===== config.mk =====
export PLATFORM = sky130hd
export DESIGN_NAME = pwr_seq_ctrl
export DESIGN_NICKNAME = d
export VERILOG_FILES = /design/src/rtl/pwr_seq_pkg.sv /design/src/rtl/pwr_dom_seq.sv /design/src/rtl/pwr_seq_plan.sv /design/src/rtl/pwr_iso_clamp.sv /design/src/rtl/pwr_seq_ctrl.sv
export SDC_FILE = /design/constraint.sdc
export NUM_CORES = 1
export LEC_CHECK = 0
export BUFFER_PORTS_ARGS = -buffer_cell sky130_fd_sc_hd__buf_4
export CORE_MARGIN = 2
export CORE_UTILIZATION = 28
export CTS_CLUSTER_DIAMETER = 120
export DETAILED_ROUTE_END_ITERATION = 8
export GPL_ROUTABILITY_DRIVEN = 0
export PLACE_DENSITY_LB_ADDON = 0.12
export SLEW_MARGIN = 30
export SYNTH_ARGS = -nofsm -noshare
export SYNTH_HDL_FRONTEND = slang
export SYNTH_SLANG_ARGS = --single-unit

===== constraint.sdc =====
create_clock -name clk -period 1.7 [get_ports clk]
set_input_delay 0.34 -clock clk [delete_from_list [all_inputs] [get_ports clk]]
set_output_delay 0.34 -clock clk [all_outputs]
set_load 0.02 [all_outputs]

===== src/rtl/pwr_seq_pkg.sv =====
package pwr_seq_pkg;

    typedef enum logic [1:0] {
        PS_DARK    = 2'b00,
        PS_HI_ONLY = 2'b01,
        PS_LO_ONLY = 2'b10,
        PS_FULL    = 2'b11
    } pwr_code_t;

    localparam int NUM_DOM = 2;
    localparam int DOM_LO  = 0;
    localparam int DOM_HI  = 1;

    typedef struct packed {
        logic dom;   // 0 low-voltage, 1 high-voltage
        logic up;    // 1 power-up, 0 power-down
    } step_t;

    function automatic int code_bit(input logic dom);
        return (dom == 1'b0) ? 1 : 0;
    endfunction

    function automatic step_t pick_step(input pwr_code_t cur, input pwr_code_t tgt);
        step_t s;
        logic  diff_lo, diff_hi;
        diff_lo = cur[1] ^ tgt[1];
        diff_hi = cur[0] ^ tgt[0];
        if (diff_lo && cur[1]) begin
            s.dom = 1'b0; s.up = 1'b0;
        end else if (diff_hi && cur[0]) begin
            s.dom = 1'b1; s.up = 1'b0;
        end else if (diff_lo) begin
            s.dom = 1'b0; s.up = 1'b1;
        end else begin
            s.dom = 1'b1; s.up = 1'b1;
        end
        return s;
    endfunction

    function automatic pwr_code_t apply_step(input pwr_code_t cur, input step_t s);
        logic [1:0] v;
        v = cur;
        if (s.dom == 1'b0) v[1] = s.up;
        else               v[0] = s.up;
        return pwr_code_t'(v);
    endfunction

endpackage


===== src/rtl/pwr_dom_seq.sv =====
module pwr_dom_seq #(
    parameter bit HAS_RET   = 1'b1,
    parameter int DOWN_WAIT = 4,
    parameter int UP_SETTLE = 6
) (
    input  logic clk,
    input  logic rst,
    input  logic start,
    input  logic go_up,
    output logic sw_off,
    output logic iso_n,
    output logic ret,
    output logic done
);
    localparam int MAXW   = (DOWN_WAIT > UP_SETTLE) ? DOWN_WAIT : UP_SETTLE;
    localparam int CNT_W  = $clog2(MAXW + 1);
    localparam logic [CNT_W-1:0] DN_LAST = CNT_W'(DOWN_WAIT - 1);
    localparam logic [CNT_W-1:0] UP_LAST = CNT_W'(UP_SETTLE - 1);
    localparam logic RET_ON = HAS_RET;

    typedef enum logic [2:0] {
        S_OFF, S_ON, S_DN_RET, S_DN_WAIT, S_UP_WAIT, S_UP_ISO
    } seq_st_t;

    seq_st_t          st;
    logic [CNT_W-1:0] cnt;

    always_comb begin
        done = ((st == S_DN_WAIT) && (cnt == DN_LAST)) || (st == S_UP_ISO);
    end

    always_ff @(posedge clk) begin
        if (rst) begin
            st     <= S_OFF;
            cnt    <= '0;
            sw_off <= 1'b1;
            iso_n  <= 1'b0;
            ret    <= RET_ON;
        end else begin
            case (st)
                S_ON: begin
                    if (start && !go_up) begin
                        iso_n <= 1'b0;
                        st    <= S_DN_RET;
                    end
                end
                S_DN_RET: begin
                    ret <= RET_ON;
                    cnt <= '0;
                    st  <= S_DN_WAIT;
                end
                S_DN_WAIT: begin
                    if (cnt == DN_LAST) begin
                        sw_off <= 1'b1;
                        st     <= S_OFF;
                    end else begin
                        cnt <= cnt + 1'b1;
                    end
                end
                S_OFF: begin
                    if (start && go_up) begin
                        sw_off <= 1'b0;
                        cnt    <= '0;
                        st     <= S_UP_WAIT;
                    end
                end
                S_UP_WAIT: begin
                    if (cnt == UP_LAST) begin
                        ret <= 1'b0;
                        st  <= S_UP_ISO;
                    end else begin
                        cnt <= cnt + 1'b1;
                    end
                end
                S_UP_ISO: begin
                    iso_n <= 1'b1;
                    st    <= S_ON;
                end
                default: st <= S_OFF;
            endcase
        end
    end
endmodule


===== src/rtl/pwr_seq_plan.sv =====
module pwr_seq_plan
    import pwr_seq_pkg::*;
(
    input  logic               clk,
    input  logic               rst,
    input  logic               req_valid,
    input  logic [1:0]         req_state,
    input  logic [NUM_DOM-1:0] seq_done,
    output logic [NUM_DOM-1:0] seq_start,
    output logic               seq_up,
    output logic               busy,
    output logic [1:0]         state_code
);
    typedef enum logic [1:0] { P_IDLE, P_LAUNCH, P_RUN } phase_t;

    phase_t    phase;
    logic      pend_vld;
    pwr_code_t pend_code;
    pwr_code_t tgt;
    pwr_code_t cur;
    step_t     step;
    step_t     nxt;
    pwr_code_t after;
    logic      done_hit;
    logic      consume;

    always_comb begin
        nxt      = pick_step(cur, tgt);
        after    = apply_step(cur, step);
        done_hit = seq_done[step.dom];
        consume  = (phase == P_IDLE) && pend_vld;
        seq_up   = nxt.up;
    end

    for (genvar d = 0; d < NUM_DOM; d++) begin : g_start
        assign seq_start[d] = (phase == P_LAUNCH) && (nxt.dom == d[0]);
    end

    assign state_code = cur;

    always_ff @(posedge clk) begin
        if (rst) begin
            phase     <= P_IDLE;
            pend_vld  <= 1'b0;
            pend_code <= PS_DARK;
            tgt       <= PS_DARK;
            cur       <= PS_DARK;
            step      <= '0;
            busy      <= 1'b0;
        end else begin
            if (req_valid) begin
                pend_vld  <= 1'b1;
                pend_code <= pwr_code_t'(req_state);
            end else if (consume) begin
                pend_vld <= 1'b0;
            end
            case (phase)
                P_IDLE: begin
                    if (pend_vld) begin
                        tgt <= pend_code;
                        if (pend_code != cur) begin
                            phase <= P_LAUNCH;
                            busy  <= 1'b1;
                        end
                    end
                end
                P_LAUNCH: begin
                    step  <= nxt;
                    phase <= P_RUN;
                end
                P_RUN: begin
                    if (done_hit) begin
                        cur <= after;
                        if (after == tgt) begin
                            phase <= P_IDLE;
                            busy  <= 1'b0;
                        end else begin
                            phase <= P_LAUNCH;
                        end
                    end
                end
                default: phase <= P_IDLE;
            endcase
        end
    end
endmodule


===== src/rtl/pwr_iso_clamp.sv =====
module pwr_iso_clamp #(
    parameter int           W     = 2,
    parameter logic [W-1:0] CLAMP = '0
) (
    input  logic         iso_n,
    input  logic [W-1:0] core_in,
    output logic [W-1:0] edge_out
);
    for (genvar i = 0; i < W; i++) begin : g_bit
        assign edge_out[i] = iso_n ? core_in[i] : CLAMP[i];
    end
endmodule


===== src/rtl/pwr_seq_ctrl.sv =====
module pwr_seq_ctrl
    import pwr_seq_pkg::*;
#(
    parameter int DOWN_WAIT = 4,
    parameter int UP_SETTLE = 6
) (
    input  logic       clk,
    input  logic       rst,
    input  logic       req_valid,
    input  logic [1:0] req_state,
    input  logic [1:0] lo_core_out,
    input  logic       hi_core_out,
    output logic       lo_sw_off,
    output logic       lo_iso_n,
    output logic       lo_ret_save,
    output logic       hi_sw_off,
    output logic       hi_iso_n,
    output logic [1:0] lo_edge_out,
    output logic       hi_edge_out,
    output logic       busy,
    output logic [1:0] state_code
);
    logic [NUM_DOM-1:0] seq_start;
    logic [NUM_DOM-1:0] seq_done;
    logic               seq_up;
    logic [NUM_DOM-1:0] sw_off_v;
    logic [NUM_DOM-1:0] iso_n_v;
    logic [NUM_DOM-1:0] ret_v;

    pwr_seq_plan plan_i (
        .clk        (clk),
        .rst        (rst),
        .req_valid  (req_valid),
        .req_state  (req_state),
        .seq_done   (seq_done),
        .seq_start  (seq_start),
        .seq_up     (seq_up),
        .busy       (busy),
        .state_code (state_code)
    );

    for (genvar d = 0; d < NUM_DOM; d++) begin : g_dom
        pwr_dom_seq #(
            .HAS_RET   (d == DOM_LO),
            .DOWN_WAIT (DOWN_WAIT),
            .UP_SETTLE (UP_SETTLE)
        ) seq_i (
            .clk    (clk),
            .rst    (rst),
            .start  (seq_start[d]),
            .go_up  (seq_up),
            .sw_off (sw_off_v[d]),
            .iso_n  (iso_n_v[d]),
            .ret    (ret_v[d]),
            .done   (seq_done[d])
        );
    end

    assign lo_sw_off   = sw_off_v[DOM_LO];
    assign lo_iso_n    = iso_n_v[DOM_LO];
    assign lo_ret_save = ret_v[DOM_LO];
    assign hi_sw_off   = sw_off_v[DOM_HI];
    assign hi_iso_n    = iso_n_v[DOM_HI];

    pwr_iso_clamp #(.W(2), .CLAMP(2'b01)) lo_clamp_i (
        .iso_n    (lo_iso_n),
        .core_in  (lo_core_out),
        .edge_out (lo_edge_out)
    );

    pwr_iso_clamp #(.W(1), .CLAMP(1'b1)) hi_clamp_i (
        .iso_n    (hi_iso_n),
        .core_in  (hi_core_out),
        .edge_out (hi_edge_out)
    );
endmodule


* Word-level counts from Yosys, hierarchy flattened
Index checks and enable logic that the tools add are counted.
** Word-level totals
- Bits of input ports :: 8
- Bits in registers :: 29
- Word-level logic and storage cells :: 148
** Cells by class
- Reduce and logical (&&, ||, !) cells :: 39
- Bitwise operators :: 3
- Multiplexer cells :: 52
- Add/sub/neg operators :: 2
- Magnitude comparators :: 1
- Equal/unequal tests :: 34
** Operators with widths (number)
- 3-bit 2-to-1 mux :: 14
- 3-bit one-hot mux with 6 select lines :: 2
- 3-bit one-hot mux with 4 select lines :: 2
- 1-bit 2-to-1 mux :: 21
- 3-bit by 2-bit == test with 1-bit output (second input constant) :: 6
- 3-bit == test (second input constant) :: 6
- 2-bit by 1-bit != test with 1-bit output (second input constant) :: 9
- 4-bit AND reduction :: 4
- 2-bit != test (second input constant) :: 7
- 2-bit nonzero test :: 7
- 2-bit 2-to-1 mux :: 6
- 1-bit one-hot mux with 2 select lines :: 6
- 1-bit logical AND :: 11
- 2-bit AND reduction :: 5
- 3-bit AND reduction :: 3
- 4-bit nonzero test :: 2
- 3-bit by 1-bit adder with 3-bit output (second input constant) :: 2
- 3-bit by 1-bit == test with 1-bit output (second input constant) :: 2
- 3-bit logical NOT :: 2
- 2-bit one-hot mux with 3 select lines :: 1
- 5-bit AND reduction :: 1
- 2-bit by 1-bit == test with 1-bit output (second input constant) :: 1
- 2-bit == test :: 1
- 2-bit == test (second input constant) :: 1
- other kinds (7) :: 9

* Longest topological paths before layout
- Depth after elaboration :: 9
- Depth in mapped cells :: 6
- Mapped depth without buffers :: 6

* Modules after synthesis
From an unflattened synthesis, not the netlist that was laid out.
** Second synthesis, totals
- Cell total of the unflattened synthesis :: 202
- Area total of the unflattened synthesis :: 1757.9 um^2
** Modules (own cells, without submodules)
- pwr_dom_seq (g_dom[0].seq_i) :: cells an instance 70, area an instance 615.6 um^2, instances 1
- pwr_seq_plan :: cells an instance 68, area an instance 593.1 um^2, instances 1
- pwr_dom_seq (g_dom[1].seq_i) :: cells an instance 61, area an instance 530.5 um^2, instances 1
- pwr_iso_clamp (lo_clamp_i) :: cells an instance 2, area an instance 12.5 um^2, instances 1
- pwr_iso_clamp (hi_clamp_i) :: cells an instance 1, area an instance 6.3 um^2, instances 1

* Worst setup path after synthesis
Ideal clock, no wire load.
- Kind :: register -> register
- Start :: register plan_i.cur[1] (netlist: plan_i.state_code[1])
- End :: register g_dom[1].seq_i.st[1]
- Path slack :: 28 ps
- Data required time :: 1566 ps
- Cell stages (with the launch flop) :: 6
- Arrival time :: 1537 ps
- Cells stage by stage :: dfxtp_1 ha_1 nor2b_1 mux2_1 a211oi_2 nor4_1
** On the way
- Cells in the longest elaborated chain, start to end :: 8
** RTL lines
- from (decl) :: line pwr_seq_plan.sv:20 : pwr_code_t cur;
- from (signal assigned) :: line pwr_seq_plan.sv:73 : cur <= after;
- 1-bit bitwise XOR :: line pwr_seq_pkg.sv:26 : diff_lo = cur[1] ^ tgt[1];
- 2-bit 2-to-1 mux :: line pwr_seq_pkg.sv:32 : end else if (diff_lo) begin
- 2-bit 2-to-1 mux :: line pwr_seq_pkg.sv:30 : end else if (diff_hi && cur[0]) begin
- 2-bit 2-to-1 mux (*) :: line pwr_seq_pkg.sv:28 : if (diff_lo && cur[1]) begin
- 1-bit logical AND :: line pwr_seq_plan.sv:36 : assign seq_start[d] = (phase == P_LAUNCH) && (nxt.dom == d[0]);
- 1-bit logical AND, on equally long branches :: line pwr_dom_seq.sv:61, pwr_dom_seq.sv:42
- 2-bit by 1-bit != test with 1-bit output (no source line)
- 4-bit AND reduction (no source line) (*)
- to (signal assigned) :: line pwr_dom_seq.sv:64 : st <= S_UP_WAIT;
- to (signal assigned) :: line pwr_dom_seq.sv:70 : st <= S_UP_ISO;
- to (signal assigned) :: line pwr_dom_seq.sv:77 : st <= S_ON;
- to (decl) :: line pwr_dom_seq.sv:25 : seq_st_t st;
Mark *: on every way between the ends. The rest lies on a longest branch, timed or not.
A chain may end at the register's enable or synchronous reset.

* Worst setup path after layout
- Start :: register g_dom[1].seq_i.cnt[1]
- End :: register plan_i.cur[0] (netlist: plan_i.state_code[0])
** On the way
- Cells in the longest elaborated chain, start to end :: 6
** RTL lines
- from (decl) :: line pwr_dom_seq.sv:26 : logic [CNT_W-1:0] cnt;
- from (signal assigned) :: line pwr_dom_seq.sv:57 : cnt <= cnt + 1'b1;
- from (signal assigned) :: line pwr_dom_seq.sv:72 : cnt <= cnt + 1'b1;
- 3-bit by 2-bit == test with 1-bit output :: line pwr_dom_seq.sv:29 : done = ((st == S_DN_WAIT) && (cnt == DN_LAST)) || (st == S_UP_ISO);
- 1-bit logical AND :: line pwr_dom_seq.sv:29
- 1-bit logical OR :: line pwr_dom_seq.sv:29
- 1-bit 2-to-1 mux (not written as such) (2 in series) :: line pwr_seq_plan.sv:30 : done_hit = seq_done[step.dom];
- 2-bit AND reduction (no source line)
No other way between the ends. The select of a mux whose other input is x is not followed.

==> impl_metrics.env <==
export IMPL_max_stage_delay_ps=370
export IMPL_grt_pass1_wl_mm=6.561
export IMPL_finish_net_count=232
export IMPL_cts_root_buffer="clkbuf_8"
export IMPL_ctsHoldBuffers=0
export IMPL_detail_route_wl_per_cell_um=13.31
export IMPL_synthArstFlopShare=0
export IMPL_fillers=598
export IMPL_yosysTopAreaCell="dfxtp_1"
export IMPL_die_x_um=80.51
export IMPL_yosys_register_bits=29
export IMPL_io_pin_count=19
export IMPL_finalHoldViolCount=0
export IMPL_rows=27
export IMPL_crit_fanout=4
export IMPL_post_dp_cell_area_sq_um=1921
export IMPL_final_util=0.3771
export IMPL_die_area_sq_um=6482
export IMPL_track_usage=0.1311
export IMPL_worstMarginPinSlew_ps=407.9
export IMPL_first_pass_iters=4
export IMPL_ir_worst_vdd_v=0.0003915
export IMPL_first_global_vias=1404
export IMPL_drive_above_1_share=0.2982
export IMPL_yosys_cell_types_count=49
export IMPL_final_area_sq_um=2102
export IMPL_syn_num_nets=202
export IMPL_dp_slack_ps=-0.8976
export IMPL_setup_viol=0
export IMPL_pwr_share_clk=0.370
export IMPL_drtIter0Drc=51
export IMPL_postSynthCellCount=187
export IMPL_power_density_nw_per_um2=822.3
export IMPL_die_h_um=80.51
export IMPL_synth_warnings=0
export IMPL_regToRegSetupSlack_ps=90
export IMPL_wl_mm=3.861
export IMPL_via_per_inst=4.900
export IMPL_clk_latency_ps=280
export IMPL_cpLargestDelayFamily="adder cells"
export IMPL_antenna_found_initial=0
export IMPL_timing_hold_worst_class="primary input to flip-flop"
export IMPL_critPathRequiredTime_ps=1860
export IMPL_worstSetupPathType="flip-flop to flip-flop"
export IMPL_synth_edf_count=0
export IMPL_netlist_top_cells_area="dfxtp_1 (35%), a21oi_1 (5.8%), ha_1 (5.3%)"
export IMPL_hpwlAfterDp_mm=2.831
export IMPL_timing_fmax_mhz=620.2
export IMPL_p_int_mw=1.234
export IMPL_outcome="finished clean"
export IMPL_syn_area_sq_um=1639
export IMPL_slew_headroom=0.7277
export IMPL_cts_made_buffers=5
export IMPL_initial_core_util=0.2941
export IMPL_p_leak_nw=0.8261
export IMPL_start_kind="flip-flop"
export IMPL_slew_viol_final=0
export IMPL_num_antenna_cells=0
export IMPL_setup_slack_ps=87.50
export IMPL_ant_nets=0
export IMPL_grt_max_degree=29
export IMPL_crit_path_end_kind="flip-flop"
export IMPL_tns_ps=0
export IMPL_fin_crit_ps=1612
export IMPL_path_clk_slew_ps=60
export IMPL_cts_sinks=29
export IMPL_htree_levels=2
export IMPL_finalClockSkew_ps=10.26
export IMPL_power_switching_mw=0.4945
export IMPL_clockBufferDepth=2
export IMPL_maxCapViolations=0
export IMPL_combPwrFrac=0.177
export IMPL_power_switching_share=0.2861
export IMPL_yosysMostFrequentCell="dfxtp_1"
export IMPL_stdcell_count=290
export IMPL_port_buffers=18
export IMPL_cts_tree="yes"
export IMPL_ys_seq_area_frac=0.3542
export IMPL_critPathArrivalTime_ps=1770
export IMPL_area_growth_pct=28.24
export IMPL_pwr_share_seq=0.453
export IMPL_dp_cells=280
export IMPL_crit_buf_inv=0
export IMPL_drc=0
export IMPL_synthTopCellsByCount="dfxtp_1 (29), a21oi_1 (19), inv_1 (13), nor2_1 (13), nand2_1 (11)"
export IMPL_period_share=0.9485
export IMPL_slowest_stage="dfxtp_1"
export IMPL_yosysTopAreaCellShare=0.3542
export IMPL_coreArea_sq_um=5574
export IMPL_yosys_most_used_dff="dfxtp_1"
export IMPL_syn_avg_cell_area_sq_um=8.765
export IMPL_path_cells="ha_1, ha_2, nand3b_4, a2111oi_2, mux2i_1, nor2_1"
export IMPL_overflow=0
export IMPL_dr_total_vias=1421
## flip-flops by register name, indices dropped and copies added, names as in the netlist, 2 cells and up
register,cells
g_dom.seq_i.iso_n,2
plan_i.phase,2
plan_i.step,2
g_dom.seq_i.st,6
g_dom.seq_i.sw_off,2
plan_i.pend_code,2
plan_i.state_code,2
g_dom.seq_i.cnt,6
plan_i.tgt,2
## cell usage in the layout (no fill, tap or decap), types with 6 or more instances in the layout
cell type	netlist	final
nand2_1	11	11
nand2b_1	10	10
nor2_1	13	13
mux2i_1	7	7
o21ai_0	7	6
a21oi_1	19	17
inv_1	13	13
clkbuf_8	0	7
buf_4	2	33
dfxtp_1	29	26
## stage by stage
step	total power [mW]	hold slack [ps]
3_3_place_gp	1.083	472.9
3_5_place_dp	1.089	477.0
5_1_grt	1.835	312.4
6_report	1.729	305.6
2_1_floorplan	1.005	447.3
4_1_cts	1.739	297.5
## cell families after synthesis
logic type | synth area share
muxes | 0.04962
DFF | 0.3542
buffers and inverters | 0.06717
adders and majority gates | 0.05343
AOI/OAI and AO/OA | 0.2359
and+or+nand+nor | 0.2183
xor gates and xnor gates | 0.02138
## worst paths after layout
check / to / cells after the start / from
worst max-delay path: plan_i.state_code[0] / 6 / g_dom[1].seq_i.cnt[1]
worst min-delay path: plan_i.pend_code[1] / 3 / req_state[1]
worst max register to register: plan_i.state_code[0] / 6 / g_dom[1].seq_i.cnt[1]
worst min register to register: plan_i.pend_vld / 2 / plan_i.pend_vld
## power groups by stage
stage	registers, mW	logic, mW	clock network [mW]
finish	0.783	0.307	0.639
global route	0.791	0.343	0.701
CTS	0.779	0.296	0.664
detailed placement	0.794	0.296	0
global placement	0.793	0.290	0
floorplan	0.768	0.237	0
## layer usage
| metal | share of wire | track usage | up-vias |
|---|---|---|---|
| met4 | 0.017 | 0.04068 | 0 |
| li1 | - | - | 723 |
| met3 | 0.041 | 0.03820 | 9 |
| met2 | 0.46 | 0.2058 | 21 |
| met1 | 0.48 | 0.1725 | 668 |
| met5 | 0 | 0 | - |
## tightest hold or removal path: cells and delay by family
| kind | cells | cell delay [ps] |
|---|---|---|
| multiplexers | 1 | 60 |
| AND/OR/NAND/NOR | 1 | 70 |
| buffers and inverters | 1 | 80 |
## area by class of cell
class / instances / area (sq um) / area share
Tap cell: 72 / 90.09 / 0.04286
Multi-Input combinational cell: 134 / 1010 / 0.4804
Clock buffer: 7 / 96.34 / 0.04583
Inverter: 13 / 48.80 / 0.02321
Timing Repair Buffer: 34 / 267.8 / 0.1274
Clock inverter: 1 / 5.005 / 0.002381
Sequential cell: 29 / 584.3 / 0.2780
## what timing repair did
item | in CTS | in global routing
endpoints found under the setup margin | 1 | 10
setup buffers | 0 | 2
pin swaps | 0 | 3
endpoints found under the hold margin | 0 | 0
gates resized for setup | 1 | 14
gates cloned | 0 | 0
Note: power is estimated with default switching activity, not from simulation.
